--- src/rtl/dtmr_pkg.sv ---
package dtmr_pkg;
  // Word indices within the register window
  localparam logic [1:0] W_CTRL   = 2'd0;
  localparam logic [1:0] W_RELOAD = 2'd1;
  localparam logic [1:0] W_COUNT  = 2'd2;
  localparam logic [1:0] W_INTR   = 2'd3;

  localparam int CTRL_EN_BIT  = 0;
  localparam int CTRL_SEL_LSB = 4;
  localparam int INTR_ST_BIT  = 4;
  localparam int INTR_CLR_BIT = 5;

  typedef enum logic [1:0] {
    SRC_SLOW   = 2'd0,
    SRC_REF    = 2'd1,
    SRC_CPU    = 2'd2,
    SRC_PERIPH = 2'd3
  } tick_src_e;
endpackage

--- src/rtl/dtmr_regs.sv ---
module dtmr_regs
  import dtmr_pkg::*;
#(
  parameter int DATA_W = 32,
  parameter int CNT_W  = 32,
  parameter int SEL_W  = 2
) (
  input  logic              clk,
  input  logic              rst,
  input  logic              wr_stb,
  input  logic [1:0]        word,
  input  logic [DATA_W-1:0] wdata,
  output logic              en,
  output logic [SEL_W-1:0]  sel,
  output logic [CNT_W-1:0]  reload,
  output logic              ie,
  output logic              start,
  output logic              reload_wr,
  output logic              clr_req
);
  logic ctrl_wr, intr_wr;

  always_comb begin
    ctrl_wr   = wr_stb && (word == W_CTRL);
    intr_wr   = wr_stb && (word == W_INTR);
    reload_wr = wr_stb && (word == W_RELOAD) && !en;
    start     = ctrl_wr && wdata[CTRL_EN_BIT] && !en;
    clr_req   = intr_wr && wdata[INTR_CLR_BIT];
  end

  always_ff @(posedge clk) begin
    if (rst) begin
      en     <= 1'b0;
      sel    <= '0;
      reload <= '0;
      ie     <= 1'b0;
    end else begin
      if (ctrl_wr) begin
        en  <= wdata[CTRL_EN_BIT];
        sel <= wdata[CTRL_SEL_LSB +: SEL_W];
      end
      if (reload_wr) reload <= wdata[CNT_W-1:0];
      if (intr_wr)   ie     <= wdata[INTR_ST_BIT];
    end
  end


  reload_locked_chk: assert property (@(posedge clk) disable iff (rst)
    en |=> $stable(reload));
endmodule

--- src/rtl/dtmr_tick_mux.sv ---
module dtmr_tick_mux #(
  parameter int NSRC  = 4,
  parameter int SEL_W = (NSRC > 1) ? $clog2(NSRC) : 1
) (
  input  logic [NSRC-1:0]  tick_src,
  input  logic [SEL_W-1:0] sel,
  output logic             tick
);
  logic [NSRC-1:0] hit;

  for (genvar i = 0; i < NSRC; i++) begin : g_src
    assign hit[i] = tick_src[i] && (sel == SEL_W'(i));
  end

  assign tick = |hit;
endmodule

--- src/rtl/dtmr_core.sv ---
module dtmr_core #(
  parameter int CNT_W = 32
) (
  input  logic             clk,
  input  logic             rst,
  input  logic             en,
  input  logic             start,
  input  logic             reload_wr,
  input  logic [CNT_W-1:0] reload,
  input  logic             tick,
  input  logic             clr_req,
  output logic [CNT_W-1:0] count,
  output logic             pending
);
  logic running;
  logic expire;

  assign expire = en && running && tick && (count <= CNT_W'(1));

  always_ff @(posedge clk) begin
    if (rst) begin
      count   <= '0;
      running <= 1'b0;
    end else if (start) begin
      count   <= reload;
      running <= 1'b1;
    end else if (reload_wr) begin
      count   <= '0;
      running <= 1'b0;
    end else if (!en) begin
      running <= 1'b0;
    end else if (running && tick) begin
      if (expire) begin
        count   <= '0;
        running <= 1'b0;
      end else begin
        count <= count - CNT_W'(1);
      end
    end
  end

  always_ff @(posedge clk) begin
    if (rst)          pending <= 1'b0;
    else if (expire)  pending <= 1'b1;
    else if (clr_req) pending <= 1'b0;
  end


  no_count_up_chk: assert property (@(posedge clk) disable iff (rst)
    (!start && !reload_wr) |=> (count <= $past(count)));

  hold_after_stop_chk: assert property (@(posedge clk) disable iff (rst)
    (!running && !start && !reload_wr) |=> $stable(count));

  pending_sticky_chk: assert property (@(posedge clk) disable iff (rst)
    (pending && !clr_req) |=> pending);
endmodule

--- src/rtl/oneshot_dtimer.sv ---
module oneshot_dtimer
  import dtmr_pkg::*;
#(
  parameter int DATA_W = 32,
  parameter int CNT_W  = 32,
  parameter int NSRC   = 4,
  parameter int ADDR_W = 4
) (
  input  logic              clk,
  input  logic              rst,
  input  logic              bus_sel,
  input  logic              bus_wr,
  input  logic [ADDR_W-1:0] bus_addr,
  input  logic [DATA_W-1:0] bus_wdata,
  output logic [DATA_W-1:0] bus_rdata,
  input  logic [NSRC-1:0]   tick_src,
  output logic              irq
);
  localparam int SEL_W = (NSRC > 1) ? $clog2(NSRC) : 1;

  logic [1:0]       word;
  logic             en, ie, start, reload_wr, clr_req, tick, pending;
  logic [SEL_W-1:0] sel;
  logic [CNT_W-1:0] reload, count;
  logic [DATA_W-1:0] rd_next;

  assign word = bus_addr[3:2];

  dtmr_regs #(.DATA_W(DATA_W), .CNT_W(CNT_W), .SEL_W(SEL_W)) u_regs (
    .clk(clk), .rst(rst), .wr_stb(bus_sel && bus_wr), .word(word),
    .wdata(bus_wdata), .en(en), .sel(sel), .reload(reload), .ie(ie),
    .start(start), .reload_wr(reload_wr), .clr_req(clr_req)
  );

  dtmr_tick_mux #(.NSRC(NSRC), .SEL_W(SEL_W)) u_mux (
    .tick_src(tick_src), .sel(sel), .tick(tick)
  );

  dtmr_core #(.CNT_W(CNT_W)) u_core (
    .clk(clk), .rst(rst), .en(en), .start(start), .reload_wr(reload_wr),
    .reload(reload), .tick(tick), .clr_req(clr_req),
    .count(count), .pending(pending)
  );

  always_comb begin
    rd_next = '0;
    unique case (word)
      W_CTRL: begin
        rd_next[CTRL_EN_BIT]              = en;
        rd_next[CTRL_SEL_LSB +: SEL_W]    = sel;
      end
      W_RELOAD: rd_next = DATA_W'(reload);
      W_COUNT:  rd_next = en ? DATA_W'(count) : '0;
      W_INTR:   rd_next[INTR_ST_BIT] = pending;
    endcase
  end

  always_ff @(posedge clk) begin
    if (rst) begin
      bus_rdata <= '0;
      irq       <= 1'b0;
    end else begin
      if (bus_sel && !bus_wr) bus_rdata <= rd_next;
      irq <= pending && ie;
    end
  end


  irq_masked_chk: assert property (@(posedge clk) disable iff (rst)
    !ie |=> !irq);

  irq_follow_chk: assert property (@(posedge clk) disable iff (rst)
    (pending && ie) |=> irq);

  start_load_chk: assert property (@(posedge clk) disable iff (rst)
    start |=> (count == $past(reload)));
endmodule

--- config.mk ---
export PLATFORM = sky130hd
export DESIGN_NAME = oneshot_dtimer
export DESIGN_NICKNAME = d
export VERILOG_FILES = /design/src/rtl/dtmr_pkg.sv /design/src/rtl/dtmr_regs.sv /design/src/rtl/dtmr_tick_mux.sv /design/src/rtl/dtmr_core.sv /design/src/rtl/oneshot_dtimer.sv
export SDC_FILE = /design/constraint.sdc
export NUM_CORES = 1
export LEC_CHECK = 0
export BUFFER_PORTS_ARGS = -buffer_cell sky130_fd_sc_hd__buf_4
export CAP_MARGIN = 20
export CORE_AREA = 2 2 113 115
export CTS_CLUSTER_DIAMETER = 50
export DETAILED_ROUTE_END_ITERATION = 6
export DIE_AREA = 0 0 115 117
export GPL_ROUTABILITY_DRIVEN = 0
export PLACE_DENSITY = 0.64
export RECOVER_POWER = 50
export SYNTH_ARGS = -nofsm -noshare
export SYNTH_HDL_FRONTEND = slang
export SYNTH_SLANG_ARGS = --single-unit
--- constraint.sdc ---
create_clock -name clk -period 4.45 [get_ports clk]
set_input_delay 0.2225 -clock clk [delete_from_list [all_inputs] [get_ports clk]]
set_output_delay 0.2225 -clock clk [all_outputs]
set_load 0.005 [all_outputs]
== After elaboration in Yosys (flattened, before gate mapping) ==
Cells that the tools add are included.
W data, S select, Z words.

* Register bits: 103
* Input port bits: 44
* Output and inout port bits: 33
* Logic and storage cells: 65

* Add/subtract/negate cells: 1
* $lt $le $gt $ge: 1
* Equal/unequal tests: 8
* Mux-type cells: 18
* Reductions and logical operators: 28

{| class="wikitable"
|+ Operators with widths
! operator !! count
|-
| $mux W32 || 6
|-
| $pmux W26 S2 || 1
|-
| $le A32 B1 Y1 const B || 1
|-
| $sub A32 B1 Y32 const B || 1
|-
| $logic_and A1 B1 Y1 || 18
|-
| $eq A2 B2 Y1 const B || 4
|-
| $ne A4 B3 Y1 const B || 2
|-
| $mux W1 || 7
|-
| $pmux W1 S3 || 2
|-
| $pmux W3 S2 || 1
|-
| $reduce_bool A3 Y1 || 2
|-
| $eq A2 B1 Y1 const B || 2
|-
| $logic_not A2 Y1 || 2
|-
| $pmux W1 S4 || 1
|-
| $reduce_and A2 Y1 || 2
|-
| $reduce_or A4 Y1 || 1
|-
| $logic_not A1 Y1 || 2
|-
| $reduce_bool A2 Y1 || 1
|}

== Logic depth before layout (Yosys ltp) ==
Gate-level depths: netlist of run 1.

* Depth in word-level cells: 10
* Gate-level depth with buffers: 10
* Mapped depth without buffers: 8

== Cells and area by module ==
From an unflattened synthesis of run 1, not the netlist that was laid out.

* Cell total of the unflattened synthesis: 546
* Area, all modules: 5251.3 µm²

{| class="wikitable"
|+ By module, submodules not included
! module !! times used !! cells each !! area an instance (µm²) !! sequential area each (µm²)
|-
| dtmr_core || 1 || 256 || 2080.7 || 680.7
|-
| dtmr_regs || 1 || 158 || 1657.8 || 720.7
|-
| oneshot_dtimer || 1 || 131 || 1490.2 || 660.6
|-
| dtmr_tick_mux || 1 || 1 || 22.5 || 0.0
|}

== Worst setup path before layout of run 1 ==
Ideal clock, no wire load.

* Kind: reg2reg
* Start: reg u_core.count[20]
* End: reg u_core.count[11]
* Library setup time: 0.128 ns
* Arrival time: 2.565 ns
* Required time: 4.322 ns
* Slack: 1.758 ns
* Cell stages (with the launch flop): 9
* Path buffers: 2
* Period minus slack after synthesis: 2.692 ns
* Cells stage by stage: dfxtp_1 -> or4_4 -> or4_1 -> clkbuf_2 -> nor4_4 -> a21oi_2 -> buf_6 -> a222oi_1 -> nor2_1

* Longest elaborated chain between the ends: 7

{| class="wikitable"
|+ Ends and longest elaborated chain
! item !! RTL line !! source
|-
| from (decl) || dtmr_core.sv:12 || <nowiki>output logic [CNT_W-1:0] count,</nowiki>
|-
| from (signal assigned) || dtmr_core.sv:25 || <nowiki>count <= reload;</nowiki>
|-
| from (signal assigned) || dtmr_core.sv:37 || <nowiki>count <= count - CNT_W'(1);</nowiki>
|-
| $le A32 B1 Y1 || dtmr_core.sv:18 || <nowiki>assign expire = en && running && tick && (count <= CNT_W'(1));</nowiki>
|-
| $logic_and A1 B1 Y1 || dtmr_core.sv:18 ||
|-
| $mux W32 || dtmr_core.sv:33 || <nowiki>if (expire) begin</nowiki>
|-
| $mux W32 || dtmr_core.sv:32 || <nowiki>end else if (running && tick) begin</nowiki>
|-
| $mux W32 || dtmr_core.sv:30 || <nowiki>end else if (!en) begin</nowiki>
|-
| $mux W32 || dtmr_core.sv:27 || <nowiki>end else if (reload_wr) begin</nowiki>
|-
| $mux W32 || dtmr_core.sv:24 || <nowiki>end else if (start) begin</nowiki>
|}

Every way passes these cells. The select of a mux whose other input is x is not followed.
A chain may end at the register's enable or synchronous reset.

== Worst setup path after layout of run 1 ==
* Start: reg u_core.count[12]
* End: reg u_core.count[5]

Same word-level chain as after synthesis.

==> run_results.csv, run 1 <==
group,metric,value,unit
timing,min_period_over_period,0.7026,
drt,drt-total-wl,13320,um
clocking,postCtsSetupRepairBufs,0,
power,swShare,0.2697,
status,violations,"capacitance limit, slew limit",
synth,synth_area_leader_cell,"dfxtp_1",
floorplan,ios,77,
power,powerDensity,342.7,mW/mm^2
cells_and_area,drive_gt1_frac,0.1669,
synth,synth_area_leaders,"dfxtp_1, nand2_1, a21oi_1",
power,leakagePower,0.002195,uW
setup_path,critPathMaxFanout,16,
drt,via_count,4690,
status,outcome,"finished with violations",
drt,first_iter_violations,354,
power,power.internal,1443,uW
timing,setup_viol_count_final,0,
timing,fmax,319.8,MHz
hold_path,hold_class,"in -> reg",
cells_and_area,area_growth,19.20,%
timing,slew_headroom,-0.4306,
synth,syn_inst,591,
grt,grt_usage,0.2045,
grt,grt_overflow_total,0,
floorplan,row_count,41,
placement,port_buffers,74,
clocking,ctsHtreeMaxLevel,3,
grt,antenna_found_initial,0,
clocking,cts.sinks,103,
cells_and_area,n_fill_cell,1231,
floorplan,start_util,0.3928,
timing,finalHoldViolations,0,
drt,drtPass1Iterations,7,
drt,drc,0,
timing,rsz0062_at_grt,"false",
power,p_clk_frac,0.373,
synth,syn_nets,643,
cells_and_area,antennaDiodeCount,0,
cells_and_area,stdcell_count,791,
floorplan,fp.dieArea,0.01346,sq mm
timing,slew_viol_final,105,
timing,whs,0.1148,ns
power,vdd_drop_max,0.0001593,V
synth,ys_seq_elements,103,
cells_and_area,nets,690,
clocking,cts_tree,"built",
setup_path,critPathKind,"reg -> reg",
power,power_frac_comb,0.145,
power,seqPwrFrac,0.481,
floorplan,core,0.01231,sq mm
clocking,numCtsBuffers,9,
placement,placedCellCount,776,
synth,seq_area_frac_synth,0.4264,
clocking,cts_hold_buffers,0,
synth,synth_edf_count,0,
synth,synthDominantCellAreaShare,0.4264,
clocking,insertion_delay,0.35,ns
drt,routedWlPerCell,16.84,um
synth,yosysMostFrequentCell,"dfxtp_1",
synth,synth.distinct_cells,49,
timing,skew,0.003748,ns
synth,synth_ff_type,"dfxtp_1",
floorplan,die_y,117,um
clocking,clk_pin_slew,0.07,ns
placement,dp_hpwl,8894,um
setup_path,worstSetupEndpointType,"register",
floorplan,dieWidth,115,um
timing,period_needed,3.127,ns
setup_path,arrival,3.28,ns
timing,worst_slew_pin_slew,2.146,ns
job,drv_cap,1,
synth,synth_area,0.004836,sq mm
synth,yosysWarnings,0,
setup_path,cp-start-kind,"register",
drt,vias_per_cell,5.929,
clocking,cts_root_buf,"clkbuf_16",
synth,postSynthAreaPerCell,8.183,sq um
drt,ant_nets,0,
clocking,cts_resized,0,
grt,grt_pass1_wl,21770,um
timing,setup_tns,0,ns
power,p_sw,532.6,uW
clocking,cts_buffer_depth,2,
grt,grt_max_degree,105,
synth,synth_common_cells,"dfxtp_1, nand2_1, nor2_1",
setup_path,crit_required,4.61,ns
grt,grt_pass1_vias,4451,
synth,synthArstFlopShare,0,
==> final cells by class <==
| class | count | area, sq um | share of cell area |
|---|---|---|---|
| Multi-Input combinational cell | 423 | 2522 | 0.4376 |
| Inverter | 14 | 52.55 | 0.009117 |
| Timing Repair Buffer | 87 | 674.4 | 0.1170 |
| Clock buffer | 13 | 260.3 | 0.04515 |
| Clock inverter | 1 | 5.005 | 0.0008682 |
| Sequential cell | 103 | 2062 | 0.3577 |
| Tap cell | 150 | 187.7 | 0.03256 |
==> cells in the final DEF, fill, tap and decap left out, types with 3 or more instances in the layout <==
master and instances:
clkbuf_4 32, or3_1 5, a22oi_1 36, o211ai_1 4, o311ai_0 4, nor3_1 15
nor2_1 58, o21ai_0 9, ha_1 8, buf_4 51, a221oi_1 4, a21oi_1 56
a22o_1 32, inv_1 14, o32ai_1 5, clkbuf_16 9, clkbuf_1 3, a32oi_1 5
mux2i_1 7, nand3_1 19, dfxtp_1 103, nor4_1 11, a211oi_1 3, a31oi_1 11
a222oi_1 12, nand2_1 86
==> registers in the layout (all words and copies together) (netlist names) <==
register / flops
bus_rdata: 32
u_core.count: 32
u_regs.en: 1
u_regs.sel: 2
u_regs.ie: 1
u_core.running: 1
u_core.pending: 1
u_regs.reload: 32
irq: 1
==> cell families after synthesis <==
group	after synthesis	share of synthesized area
DFF	103	0.4264
muxes	9	0.01915
adders and majority gates	8	0.02070
and+or+nand+nor	214	0.1992
buffers and inverters	65	0.05304
AOI/OAI and AO/OA	192	0.2815
==> worst max-delay path: stages, from the launching register on <==
cell	delay, ns
dfxtp_1	0.38
nor4_1	0.63
nand3_1	0.51
nor4_4	0.43
a21oi_2	0.25
buf_4	0.30
a222oi_1	0.30
o22ai_1	0.11
==> final timing paths <==
check / from / end / slack (ns) / cells after the start
hold reg to reg: u_regs.ie / irq / 0.43 / 2
setup / recovery: u_core.count[12] / u_core.count[5] / 1.32 / 7
hold / removal: bus_wdata[20] / u_regs.reload[20] / 0.11 / 3
setup reg to reg: u_core.count[12] / u_core.count[5] / 1.32 / 7
==> per-layer routing <==
metal  global-route usage  vias up  routed length [um]
li1                     -     2276                   -
met1               0.2630     2244                5950
met2               0.3365      146                6288
met3              0.04222       24                 782
met4              0.08514        0                 302
met5                    0        -                   0
==> stage by stage <==
| step | instance area, sq um | setup WS, ns | total power, uW | utilization |
|---|---|---|---|---|
| final | 5764 | 1.323 | 1975 | 0.4682 |
| after global routing | 5764 | 1.091 | 2052 | 0.4682 |
| after CTS | 5756 | 1.446 | 1990 | 0.4675 |
| after detailed placement | 5490 | 1.471 | 1255 | 0.4459 |
| after global placement | 5463 | 1.511 | 1249 | 0.4437 |
| after floorplan | 4836 | 1.758 | 1153 | - |
==> power groups by stage <==
stage / Combinational [uW] / Clock [uW] / Sequential, uW
4_1_cts: 285 / 755 / 950
3_5_place_dp: 285 / 0 / 971
6_report: 287 / 738 / 950
2_1_floorplan: 187 / 0 / 966
3_3_place_gp: 279 / 0 / 970
5_1_grt: 318 / 782 / 952
No activity file was read; power rests on OpenSTA's default activity.
==> inputs of run 2 (changes only) <==
ABC_AREA = 1   (was default)
CORE_AREA = 2 2 120 122   (was 2 2 113 115)
DIE_AREA = 0 0 122 124   (was 0 0 115 117)
PLACE_DENSITY = 0.63   (was 0.64)
clock period = 3 ns   (was 4.45 ns; I/O delays follow)
==> run 2 against run 1 <==
The flow still finishes with violations (capacitance limit, slew limit). Die area is 12% higher. Sequential power is 52% higher. Cell area is 10% higher. Synthesized cell count is 41% higher. Routed wire length is 9.5% higher. Non-clock buffer count is 5 lower. Clock-buffer cell count is 3 lower. First-iteration DRC count is 3.7% lower. Clock skew is 0.0045 ns higher. Largest cell class unchanged. Highest routed layer unchanged.
==> run_results.csv, run 2 <==
group,metric,value,unit
drt,drt-total-wl,14580,um
placement,post_dp_cell_area,0.006081,sq mm
cells_and_area,reg.largest.list,"bus_rdata x32, u_core.count x32, u_regs.reload x32",
synth,seq_area_frac_synth,0.3801,
drt,vias_per_cell,4.965,
synth,synth_top_family_by_area,"simple AND/OR/NAND/NOR gates",
grt,antenna_found_initial,0,
timing,rsz0062_at_grt,"false",
timing,skew,0.008228,ns
clocking,cts_hold_buffers,0,
power,p_clk_frac,0.370,
floorplan,row_count,43,
synth,synth_area_leader_cell,"dfxtp_1",
setup_path,critPathKind,"in -> reg",
clocking,ctsHtreeMaxLevel,3,
setup_path,startpoint,"bus_addr[3]",
clocking,cts_root_buf,"clkbuf_16",
power,power_frac_comb,0.193,
synth,synth_compound_area_frac,0.2066,
setup_path,worstSetupEndpointType,"register",
timing,setup_viol_count_final,0,
clocking,cts_resized,0,
setup_path,cp-start-kind,"primary input",
power,seqPwrFrac,0.436,
timing,finalHoldViolations,0,
floorplan,dieWidth,122,um
power,vdd_drop_max,0.0003038,V
setup_path,r2r_setup_slack,1.01,ns
setup_path,r2r_cells,5,
clocking,numCtsBuffers,9,
setup_path,slowest_stage,"clkbuf_1",
synth,synthArstFlopShare,0,
synth,synth_common_cells,"nand2_1, nor2_1, dfxtp_1",
grt,grt_pass1_wl,24310,um
setup_path,arrival,2.37,ns
synth,synth_area,0.005425,sq mm
synth,synth_fa_ha_area_frac,0.01845,
grt,grt_pass1_vias,5021,
job,drv_cap,1,
setup_path,path_cells,"clkbuf_1, inv_1, ha_1, inv_1, clkbuf_1, o22ai_1, nand2_1, a21oi_1",
synth,synthXorXnorAreaFrac,0.01614,
synth,synthSimpleGateAreaFrac,0.2807,
drt,ant_nets,0,
grt,grt_overflow_total,0,
timing,period_needed,2.137,ns
grt,grt_usage,0.2050,
drt,via_count,5303,
clocking,cts_buffer_depth,2,
power,swShare,0.3035,
clocking,insertion_delay,0.36,ns
drt,routedWlPerCell,13.66,um
setup_path,timing.rr.end,"u_regs.reload[27]",
status,outcome,"finished with violations",
power,power.internal,2300,uW
setup_path,timing.rr.start,"u_regs.en",
timing,min_period_over_period,0.7123,
timing,fmax,468.0,MHz
power,powerDensity,518.8,mW/mm^2
drt,first_iter_violations,341,
cells_and_area,area_growth,17.32,%
synth,muxShareOfSynthArea,0,
synth,yosysMostFrequentCell,"nand2_1",
synth,synth_ff_type,"dfxtp_1",
synth,postSynthAreaPerCell,6.521,sq um
synth,yosysWarnings,0,
setup_path,crit_required,3.23,ns
floorplan,start_util,0.3954,
hold_path,whs_path_depth,3,
hold_path,whs_endpoint,"u_regs.reload[10]",
synth,ys_seq_elements,103,
cells_and_area,final_common_cell,"nand2_1",
timing,slew_viol_final,33,
synth,synth_edf_count,0,
floorplan,die_y,124,um
clocking,cts.sinks,103,
cells_and_area,layout_common_cells,"nand2_1, nor2_1, dfxtp_1, a21oi_1, o21ai_0",
synth,synthDominantCellAreaShare,0.3801,
clocking,cts_tree,"built",
power,p_sw,1002,uW
status,violations,"capacitance limit, slew limit",
setup_path,critPathMaxFanout,32,
synth,synth_area_leaders,"dfxtp_1, nand2_1, nor2_1",
cells_and_area,nets,935,
synth,syn_inst,832,
cells_and_area,design_area,0.006365,sq mm
floorplan,ios,77,
setup_path,worst_path_largest_cell_delay,1.18,ns
synth,synth.distinct_cells,27,
timing,slew_headroom,-0.09291,
hold_path,hold_path_startpoint,"bus_wdata[10]",
cells_and_area,antennaDiodeCount,0,
power,leakagePower,0.002656,uW
placement,port_buffers,74,
floorplan,core,0.01372,sq mm
timing,setup_tns,0,ns
floorplan,fp.dieArea,0.01513,sq mm
drt,drc,0,
cells_and_area,drive_gt1_frac,0.1430,
placement,dp_hpwl,10200,um
drt,drtPass1Iterations,5,
synth,syn_nets,884,
clocking,clk_pin_slew,0.07,ns
clocking,postCtsSetupRepairBufs,0,
timing,worst_slew_pin_slew,1.639,ns
grt,grt_max_degree,65,
hold_path,hold_class,"in -> reg",
==> run 2: routing by layer <==
metal / vias up / GRT usage / wire length, um
li1: 2776 / - / -
met1: 2400 / 0.2637 / 6914
met2: 110 / 0.3373 / 6759
met3: 17 / 0.05495 / 689
met4: 0 / 0.06178 / 220
met5: - / 0 / 0
==> run 2: cell families (layout without fill, tap and decap cells) <==
group / count (synthesis) / count (layout)
flip-flops: 103 / 103
buffers and inverters: 133 / 189
XOR/XNOR: 10 / 10
adder cells (fa/ha/maj): 8 / 8
AO/OA/AOI/OAI: 215 / 215
AND/OR/NAND/NOR: 363 / 363
==> run 2: power by group through the flow <==
stage | logic, uW | clock network (uW) | registers [uW]
2_1_floorplan | 471 | 0 | 1460
5_1_grt | 736 | 1310 | 1450
6_report | 639 | 1220 | 1440
3_3_place_gp | 635 | 0 | 1470
4_1_cts | 642 | 1250 | 1440
3_5_place_dp | 638 | 0 | 1470
==> run 2: area by class of cell <==
class	count	area (sq um)
Inverter	91	344.1
Fill cell	1492	7355
Multi-Input combinational cell	596	2831
Timing Repair Buffer	82	594.3
Tap cell	180	225.2
Clock inverter	6	68.82
Sequential cell	103	2062
Clock buffer	10	239.0
==> run 2: worst max path at each step <==
stage                             end  slack [ns]  cells after the start
floorplan            u_core.count[30]        1.46                     14
global placement        bus_rdata[25]        1.04                      7
CTS                  u_core.count[30]        1.18                     13
finish                  bus_rdata[20]        0.86                      8
detailed placement      bus_rdata[27]        0.99                      7
global route        u_regs.reload[26]        0.70                      5
==> run 2: stage by stage <==
| step | util | hold slack [ns] | setup slack [ns] | power, uW | cells |
|---|---|---|---|---|---|
| 6_report | 0.4639 | 0.06487 | 0.8630 | 3302 | 1068 |
| 2_1_floorplan | - | 0.2972 | 1.460 | 1935 | 832 |
| 4_1_cts | 0.4657 | 0.05516 | 1.183 | 3332 | 1068 |
| 5_1_grt | 0.4639 | 0.05928 | 0.7042 | 3492 | 1068 |
| 3_3_place_gp | 0.4432 | 0.4255 | 1.036 | 2107 | 1052 |
| 3_5_place_dp | 0.4432 | 0.4325 | 0.9902 | 2111 | 1052 |
==> run 2: worst max-delay path: cells and delay by family <==
| kind | cells | cell delay [ns] |
|---|---|---|
| adder cells (fa/ha/maj) | 1 | 0.18 |
| buffers and inverters | 4 | 1.50 |
| AND/OR/NAND/NOR | 1 | 0.14 |
| AO/OA/AOI/OAI | 2 | 0.38 |
